===== src/rtl/dma_slave_req.sv =====
module dma_slave_req #(
  parameter int AW = 16,
  parameter int CW = 16
) (
  input  logic          clk,
  input  logic          rst_n,
  input  logic          prog_we,
  input  logic [AW-1:0] prog_addr,
  input  logic [CW-1:0] prog_count,
  input  logic [1:0]    prog_burst,
  input  logic          prog_wide,
  input  logic          prog_req_hi,
  input  logic          prog_ack_hi,
  input  logic          prog_irq_en,
  input  logic          irq_clr,
  input  logic          ack_in,
  input  logic          rd_stb,
  input  logic          wr_stb,
  output logic          req_out,
  output logic [AW-1:0] buf_addr,
  output logic          buf_en,
  output logic          buf_wr,
  output logic [CW-1:0] words_left,
  output logic          busy,
  output logic          prog_err,
  output logic          irq
);
  localparam int BW = 4;

  logic          wide_q, req_hi_q, ack_hi_q, irq_en_q, hold_q;
  logic [1:0]    burst_q;
  logic [BW-1:0] beat_q, beat_lim;
  logic          ack_on, xfer, last_beat, final_word, misalign, prog_ok, req_on, irq_set;

  assign ack_on     = ack_hi_q ? ack_in : ~ack_in;
  assign xfer       = busy & ack_on & (rd_stb | wr_stb);
  assign beat_lim   = {burst_q == 2'd3, burst_q[1], burst_q != 2'd0, burst_q != 2'd0};
  assign last_beat  = beat_q == beat_lim;
  assign final_word = words_left == CW'(1);
  assign misalign   = prog_wide ? |prog_addr[1:0] : prog_addr[0];
  assign prog_ok    = ~misalign & |prog_count;
  assign req_on     = busy & ~hold_q;
  assign req_out    = req_hi_q ? req_on : ~req_on;
  assign buf_en     = xfer;
  assign buf_wr     = xfer & wr_stb;
  assign irq_set    = xfer & final_word & irq_en_q & ~prog_we;

  always_ff @(posedge clk or negedge rst_n) begin
    if (!rst_n) begin
      busy       <= 1'b0;
      prog_err   <= 1'b0;
      hold_q     <= 1'b0;
      beat_q     <= '0;
      buf_addr   <= '0;
      words_left <= '0;
      burst_q    <= 2'd0;
      wide_q     <= 1'b0;
      req_hi_q   <= 1'b1;
      ack_hi_q   <= 1'b1;
      irq_en_q   <= 1'b0;
    end else if (prog_we) begin
      buf_addr   <= prog_addr;
      words_left <= prog_count;
      burst_q    <= prog_burst;
      wide_q     <= prog_wide;
      req_hi_q   <= prog_req_hi;
      ack_hi_q   <= prog_ack_hi;
      irq_en_q   <= prog_irq_en;
      busy       <= prog_ok;
      hold_q     <= 1'b0;
      beat_q     <= '0;
      if (!prog_ok) prog_err <= 1'b1;
    end else if (xfer) begin
      buf_addr   <= buf_addr + (wide_q ? AW'(4) : AW'(2));
      words_left <= words_left - CW'(1);
      if (final_word) begin
        busy   <= 1'b0;
        beat_q <= '0;
      end else if (last_beat) begin
        hold_q <= 1'b1;
        beat_q <= '0;
      end else begin
        beat_q <= beat_q + BW'(1);
      end
    end else if (hold_q && !ack_on) begin
      hold_q <= 1'b0;
    end
  end

  always_ff @(posedge clk or negedge rst_n) begin
    if (!rst_n)       irq <= 1'b0;
    else if (irq_set) irq <= 1'b1;
    else if (irq_clr) irq <= 1'b0;
  end

  p_prog_refused_r9: assert property (@(posedge clk) disable iff (!rst_n)
    prog_we && misalign |=> !busy && prog_err);

  p_burst_drop_r3: assert property (@(posedge clk) disable iff (!rst_n)
    xfer && last_beat && !prog_we |=> !req_on);

  p_done_stays_r5: assert property (@(posedge clk) disable iff (!rst_n)
    !busy && !prog_we |=> !busy);

  p_idle_stable_r8: assert property (@(posedge clk) disable iff (!rst_n)
    !xfer && !prog_we |=> $stable(buf_addr) && $stable(words_left));

  p_irq_gated_r11: assert property (@(posedge clk) disable iff (!rst_n)
    !irq_en_q && !irq && !prog_we |=> !irq);

  p_rearm_r4: assert property (@(posedge clk) disable iff (!rst_n)
    busy && hold_q && !ack_on && !prog_we |=> req_on);
endmodule


===== config.mk =====
export PLATFORM = sky130hd
export DESIGN_NAME = dma_slave_req
export DESIGN_NICKNAME = d
export VERILOG_FILES = /design/src/rtl/dma_slave_req.sv
export SDC_FILE = /design/constraint.sdc
export NUM_CORES = 1
export LEC_CHECK = 0
export BUFFER_PORTS_ARGS = -buffer_cell sky130_fd_sc_hd__buf_2
export CAP_MARGIN = 0
export CORE_MARGIN = 8
export CORE_UTILIZATION = 40
export CTS_CLUSTER_SIZE = 20
export DETAILED_ROUTE_END_ITERATION = 12
export PLACE_DENSITY_LB_ADDON = 0.15
export SLEW_MARGIN = 20
export SYNTH_ARGS = -nofsm -noshare
export SYNTH_HDL_FRONTEND = slang
export SYNTH_SLANG_ARGS = --single-unit
export TNS_END_PERCENT = 1

===== constraint.sdc =====
create_clock -name clk -period 2.3 [get_ports clk]
set_input_delay 0.23 -clock clk [delete_from_list [all_inputs] [get_ports clk]]
set_output_delay 0.23 -clock clk [all_outputs]
set_load 0.1 [all_outputs]

==> impl_metrics.json, run 1 <==
{
  "cts_buffers": 5,
  "reg2reg_to": "buf_addr[9]$_DFFE_PN0N_",
  "synth_area_per_cell_um2": 9.54,
  "htree_levels": 2,
  "place_area_mm2": 0.00307,
  "synth_cell_type_count": 45,
  "synth_edf_count": 0,
  "via_per_inst": 5.17,
  "layout-drive-gt1-share": 0.329,
  "post-place-cells": 421,
  "fin_nets": 403,
  "dr.pass1.iters": 4,
  "cap_violations": 0,
  "syn_nets": 316,
  "finalSetupViolations": 0,
  "grt_pass1_wl_um": 10800,
  "fin_setup_tns_ns": 0,
  "final_cells": 430,
  "skew_ns": 0.00659,
  "cp-end-kind": "flip-flop",
  "port_buffers": 82,
  "yosysWarningCount": 0,
  "synth_cells": 265,
  "fp.coreArea_mm2": 0.00624,
  "rsz0062_at_grt": "false",
  "grt_pass1_vias": 2173,
  "crit_path_start_kind": "flip-flop",
  "cts_sinks": 46,
  "max_freq_ghz": 0.465,
  "gp_congestion": 0.748,
  "groute.usage.overall": 0.151,
  "hold_class": "in -> reg",
  "dp.final_hpwl_um": 5090,
  "syn_area_mm2": 0.00253,
  "cp_num_buf_inv": 3,
  "outcome": "finished clean",
  "cts_tree": "done",
  "die_h_um": 95.5,
  "cp_max_fo": 5,
  "cp_common_cell": "inv_1",
  "stdcell_area_mm2": 0.00320,
  "clock_tree.root_cell": "clkbuf_8",
  "worstMarginPinSlew_ns": 0.517,
  "worst_ep_required_time_ns": 2.47,
  "grt_start_max_net_pins": 47,
  "ys_dominant_reg_cell": "dfrtp_1",
  "drtIter0Drc": 112,
  "final_common_cell": "buf_2",
  "io_pins": 83,
  "worstReg2RegStart": "wide_q$_DFFE_PN0P_",
  "fill_cells": 615,
  "synth-async-reset-ratio": 1.00,
  "finalHoldViolCount": 0,
  "leakagePower_nw": 1.44,
  "ant_nets": 0,
  "wl_per_cell_um": 15.6,
  "slew_viol_final": 0,
  "gr-total-overflow": 0,
  "post-route-min-period_ns": 2.15,
  "critPathArrivalTime_ns": 2.32,
  "power.density_mw_per_mm2": 757,
  "antenna_found_initial": 0,
  "crit_cells": 9,
  "dr_total_vias": 2222,
  "clk_latency_ns": 0.30,
  "synth.yosys.seq_area_share": 0.456,
  "layout_common_cells": "buf_2 (81), nand2_1 (44), dfrtp_1 (44)",
  "cp_slowest_stage_delay_ns": 0.42,
  "wl_um": 6700,
  "die_width_um": 95.5,
  "reg2reg_depth": 9,
  "hp-start": "irq_clr",
  "antenna_cells": 0,
  "vdd_drop_max_mv": 0.502,
  "initial_core_util": 0.405,
  "hold_path_end": "irq$_DFFE_PN0P_",
  "critical_path.cell_chain": "inv_1 > ha_1 > inv_1 > fa_1 > nor4b_2 > buf_4 > and4_1 > xnor2_1 > o21ai_0",
  "layout-area-overhead-vs-synth_pct": 26.5,
  "row_count": 29,
  "crit_family": "adder cells",
  "r2r_slack_ns": 0.15,
  "slew-limit-headroom": 0.655,
  "remaining_drc_errors": 0,
  "slowest_stage": "fa_1",
  "dieArea_mm2": 0.00912,
  "synth-seq-cells": 46,
  "critPathKind": "reg -> reg",
  "clk_pin_slew_worst_paths_ns": 0.09,
  "cts_buffer_depth": 2,
  "period_share": 0.934,
  "hold_path_depth": 2
}
[area by class of cell]
type | instances | area, um2 | share of cell area
clock buffer | 5 | 68.8 | 0.0215
inverter | 7 | 30.0 | 0.00939
multi-input combinational | 203 | 1320 | 0.411
clock inverter | 3 | 40.0 | 0.0125
sequential | 46 | 1150 | 0.361
timing repair buffer | 89 | 493 | 0.154
tap | 77 | 96.3 | 0.0301
[where the power goes]
part | internal [mW] | switching (mW) | leakage [nW]
combinational | 0.188 | 0.662 | 0.824
clock | 0.320 | 0.286 | 0.0579
sequential | 0.880 | 0.0823 | 0.562
total | 1.39 | 1.03 | 1.44
[cells by family after synthesis]
kind of cell | count (synthesis) | share of synthesized area
AO/OA/AOI/OAI | 47 | 0.103
XOR/XNOR | 32 | 0.111
adder cells (fa/ha/maj) | 6 | 0.0327
buffers and inverters | 16 | 0.0297
flip-flops | 46 | 0.456
multiplexers | 7 | 0.0307
AND/OR/NAND/NOR | 111 | 0.237
[through the flow]
| stage | setup WS [ns] | utilization | power, mW | hold WS (ns) |
|---|---|---|---|---|
| after floorplan | -0.486 | - | 1.62 | -0.0656 |
| after global placement | 0.210 | 0.491 | 1.82 | 0.237 |
| after detailed placement | 0.119 | 0.491 | 1.83 | 0.234 |
| after CTS | 0.0586 | 0.510 | 2.44 | 0.110 |
| after global routing | 0.0140 | 0.512 | 2.53 | 0.114 |
| final | 0.151 | 0.512 | 2.42 | 0.115 |
[worst max-delay path by stage]
stage | slack [ns] | to | from
2_1_floorplan | -0.49 | buf_addr[9]$_DFFE_PN0N_ | buf_addr[1]$_DFFE_PN0N_
3_3_place_gp | 0.21 | buf_addr[9]$_DFFE_PN0N_ | wide_q$_DFFE_PN0P_
3_5_place_dp | 0.12 | buf_addr[9]$_DFFE_PN0N_ | wide_q$_DFFE_PN0P_
4_1_cts | 0.06 | buf_en | ack_hi_q$_DFFE_PN1P_
5_1_grt | 0.01 | buf_addr[9]$_DFFE_PN0N_ | wide_q$_DFFE_PN0P_
6_report | 0.15 | buf_addr[9]$_DFFE_PN0N_ | wide_q$_DFFE_PN0P_
[metal layers]
metal	up-vias	part of all wire	GRT usage
met1	1054	0.46	0.205
li1	1096	-	-
met5	-	0	0
met2	64	0.46	0.224
met4	0	0.013	0.0499
met3	8	0.073	0.0425
[cells in the mapped netlist, types with 2 or more instances]
cell type,n,area (um2)
xnor2_1,22,193
nor3b_1,2,15.0
inv_1,6,22.5
a21o_1,2,15.0
nor3_1,8,40.0
o22ai_1,2,12.5
buf_6,2,22.5
or3_1,3,18.8
xor2_1,10,87.6
and3_1,2,12.5
nor2_1,14,52.6
a21oi_1,5,25.0
nor4b_1,3,26.3
ha_1,5,62.6
o21ai_1,3,15.0
nand2_1,45,169
nand3_1,6,30.0
or4_4,2,22.5
dfstp_2,2,52.6
and4_1,3,26.3
clkbuf_1,7,26.3
o21ai_0,30,150
mux2_2,6,67.6
dfrtp_1,44,1100
nor4_1,8,50.1
nand4_1,4,25.0
[timing repair]
| action | in CTS | in global routing |
|---|---|---|
| hold buffers | 1 | 0 |
| endpoints found under the setup margin | 0 | 2 |
| buffers inserted | 0 | 0 |
| endpoints found under the hold margin | 44 | 0 |
| gates resized for setup | 0 | 3 |
[sequential cells by signal, indices dropped and copies added (netlist names)]
signal	count
ack_hi_q	1
beat_q	4
buf_addr	16
burst_q	2
busy	1
hold_q	1
irq	1
irq_en_q	1
prog_err	1
req_hi_q	1
wide_q	1
words_left	16
Note: power is estimated with default switching activity, not from simulation.
==> run 2: changes to the inputs <==
Settings changed: ABC_AREA set to 1, CELL_PAD_IN_SITES_DETAIL_PLACEMENT set to 1, CELL_PAD_IN_SITES_GLOBAL_PLACEMENT set to 2, CORE_UTILIZATION 40 to 26.
==> impl_metrics.json, run 2 <==
{
  "critPathKind": "reg -> reg",
  "hold_class": "in -> reg",
  "cts_tree": "done",
  "reg.largest.list": "buf_addr (16), words_left (16), beat_q (4)",
  "fill_cells": 1490,
  "worstMarginPinSlew_ns": 0.487,
  "synth_area_per_cell_um2": 6.95,
  "clk_latency_ns": 0.29,
  "regArea_mm2": 0.00115,
  "max_freq_ghz": 0.496,
  "ctsResizeCount": 0,
  "hold_path_depth": 3,
  "r2r_slack_ns": 0.28,
  "multi_input_area_mm2": 0.00163,
  "slew_viol_final": 0,
  "post-route-min-period_ns": 2.02,
  "gr-total-overflow": 0,
  "outcome": "finished clean",
  "period_share": 0.877,
  "fin_nets": 574,
  "ant_nets": 0,
  "synth-seq-cells": 46,
  "hp-start": "prog_burst[1]",
  "row_count": 39,
  "pre_cts_ws_ns": 0.250,
  "layout-area-overhead-vs-synth_pct": 24.4,
  "antenna_cells": 0,
  "synth_commonest_cells": "nand2_1 (159), inv_1 (53), nor2_1 (45)",
  "port_buffers": 82,
  "synth_cell_type_count": 36,
  "yosysWarningCount": 0,
  "antenna_found_initial": 0,
  "fp.coreArea_mm2": 0.0114,
  "cts_sinks": 46,
  "worstReg2RegStart": "wide_q$_DFFE_PN0P_",
  "final_util": 0.332,
  "yosysTopAreaCellShare": 0.361,
  "power.density_mw_per_mm2": 823,
  "cap_violations": 0,
  "wl_per_cell_um": 15.5,
  "dp.final_hpwl_um": 8180,
  "htree_levels": 2,
  "die_width_um": 124,
  "ys_dominant_reg_cell": "dfrtp_1",
  "cts_buffer_depth": 2,
  "initial_core_util": 0.267,
  "finalHoldViolCount": 0,
  "layout_common_cells": "nand2_1 (159), buf_2 (82), inv_1 (53)",
  "layout-drive-gt1-share": 0.221,
  "grt_pass1_vias": 3449,
  "rsz0062_at_grt": "false",
  "worst_ep_required_time_ns": 2.48,
  "crit_path_start_kind": "flip-flop",
  "clk_pin_slew_worst_paths_ns": 0.07,
  "die_h_um": 124,
  "synth.top_cells.by_area": "dfrtp_1 (36%), nand2_1 (20%), nand3_1 (6.6%), inv_1 (6.5%), nor2_1 (5.5%)",
  "drtIter0Drc": 83,
  "dieArea_mm2": 0.0155,
  "gp_congestion": 0.770,
  "via_per_inst": 4.61,
  "io_pins": 83,
  "wl_um": 10400,
  "skew_ns": 0.00564,
  "synth_cells": 439,
  "vdd_drop_max_mv": 0.288,
  "synth_top_cell_by_area": "dfrtp_1",
  "crit_path_start": "wide_q$_DFFE_PN0P_",
  "synth.yosys.seq_area_share": 0.378,
  "syn_nets": 490,
  "slew-limit-headroom": 0.674,
  "grt_start_max_net_pins": 32,
  "dr.pass1.iters": 4,
  "yosysMostFrequentCell": "nand2_1",
  "hold_path_end": "burst_q[1]$_DFFE_PN0P_",
  "critPathArrivalTime_ns": 2.20,
  "synth-async-reset-ratio": 1.00,
  "dr_total_vias": 3078,
  "reg2reg_to": "buf_addr[13]$_DFFE_PN0N_",
  "syn_area_mm2": 0.00305,
  "synth_edf_count": 0,
  "cp_max_fo": 7,
  "cts_buffers": 5,
  "remaining_drc_errors": 0,
  "final_common_cell": "nand2_1",
  "reg2reg_depth": 10,
  "leakagePower_nw": 1.98,
  "fin_ws_ns": 0.284,
  "fin_setup_tns_ns": 0,
  "clock_tree.root_cell": "clkbuf_16",
  "groute.usage.overall": 0.136,
  "cp-end-kind": "flip-flop",
  "grt_pass1_wl_um": 17500,
  "finalSetupViolations": 0,
  "p_total_mw": 3.13
}
-- run 2: cell count changes after synthesis, moves of 5 or more --
cell / before / now
o21ai_2: 0 / 6
inv_1: 6 / 53
clkbuf_1: 7 / 2
nor4_1: 8 / 0
xor2_1: 10 / 15
o21ai_0: 30 / 12
nor2_1: 14 / 45
nand2_1: 45 / 159
xnor2_1: 22 / 2
o211ai_1: 0 / 6
mux2_2: 6 / 0
nand3_1: 6 / 40
-- run 2: cells by family after synthesis --
kind of cell	after synthesis	synth area share
AO/OA/AOI/OAI	37	0.0775
XOR/XNOR	17	0.0488
adder cells (fa/ha/maj)	6	0.0271
buffers and inverters	66	0.0923
flip-flops	46	0.378
AND/OR/NAND/NOR	267	0.376
-- run 2: critical path: stages, from the launching register on --
cell and delay (ns):
dfrtp_1 0.38, inv_1 0.11, ha_1 0.20, inv_1 0.07, fa_1 0.46, nor2_2 0.33, nand3_1 0.12, nand2_1 0.07
nand2_1 0.04, nand2_1 0.05, nand3_1 0.06
-- run 2: worst max-delay path by stage --
stage,to,slack [ns],cells past startpoint
after floorplan,buf_addr[13]$_DFFE_PN0N_,-0.1,9
after global placement,buf_addr[13]$_DFFE_PN0N_,0.37,10
after detailed placement,buf_addr[13]$_DFFE_PN0N_,0.25,10
after CTS,buf_addr[13]$_DFFE_PN0N_,0.24,10
after global routing,buf_addr[13]$_DFFE_PN0N_,0.13,10
final,buf_addr[13]$_DFFE_PN0N_,0.28,10
-- run 2: per-layer routing --
metal | GRT usage | vias to the layer above | wire length, um
met1 | 0.162 | 1465 | 4700
met3 | 0.0285 | 8 | 361
met4 | 0.0298 | 0 | 98
met5 | 0 | - | 0
met2 | 0.243 | 53 | 5210
li1 | - | 1552 | -
-- run 2: metrics by stage --
step                cells  hold WS [ns]  cell area [um2]
floorplan             439       -0.0656             3060
global placement      658         0.217             3620
detailed placement    658         0.219             3620
CTS                   667         0.133             3800
global route          667         0.145             3800
finish                667         0.138             3800
-- run 2: final cells by class --
cell class	count	area share
Timing Repair Buffer	89	0.123
Multi-Input combinational cell	327	0.428
Sequential cell	46	0.304
Tap cell	143	0.0471
Clock inverter	2	0.00989
Clock buffer	6	0.0339
Inverter	54	0.0541
-- run 2: repair_timing --
| action | 4_1_cts | 5_1_grt |
|---|---|---|
| hold endpoints to repair | 17 | 0 |
| setup buffers | 0 | 0 |
| hold buffers | 1 | 0 |
-- run 2: where the power goes --
part           internal [mW]  leakage (nW)  total, mW  switching [mW]
Combinational          0.251          1.34       1.26            1.01
Sequential             0.900         0.563       1.01           0.113
Clock                  0.514        0.0771      0.849           0.335
Total                   1.67          1.98       3.13            1.46
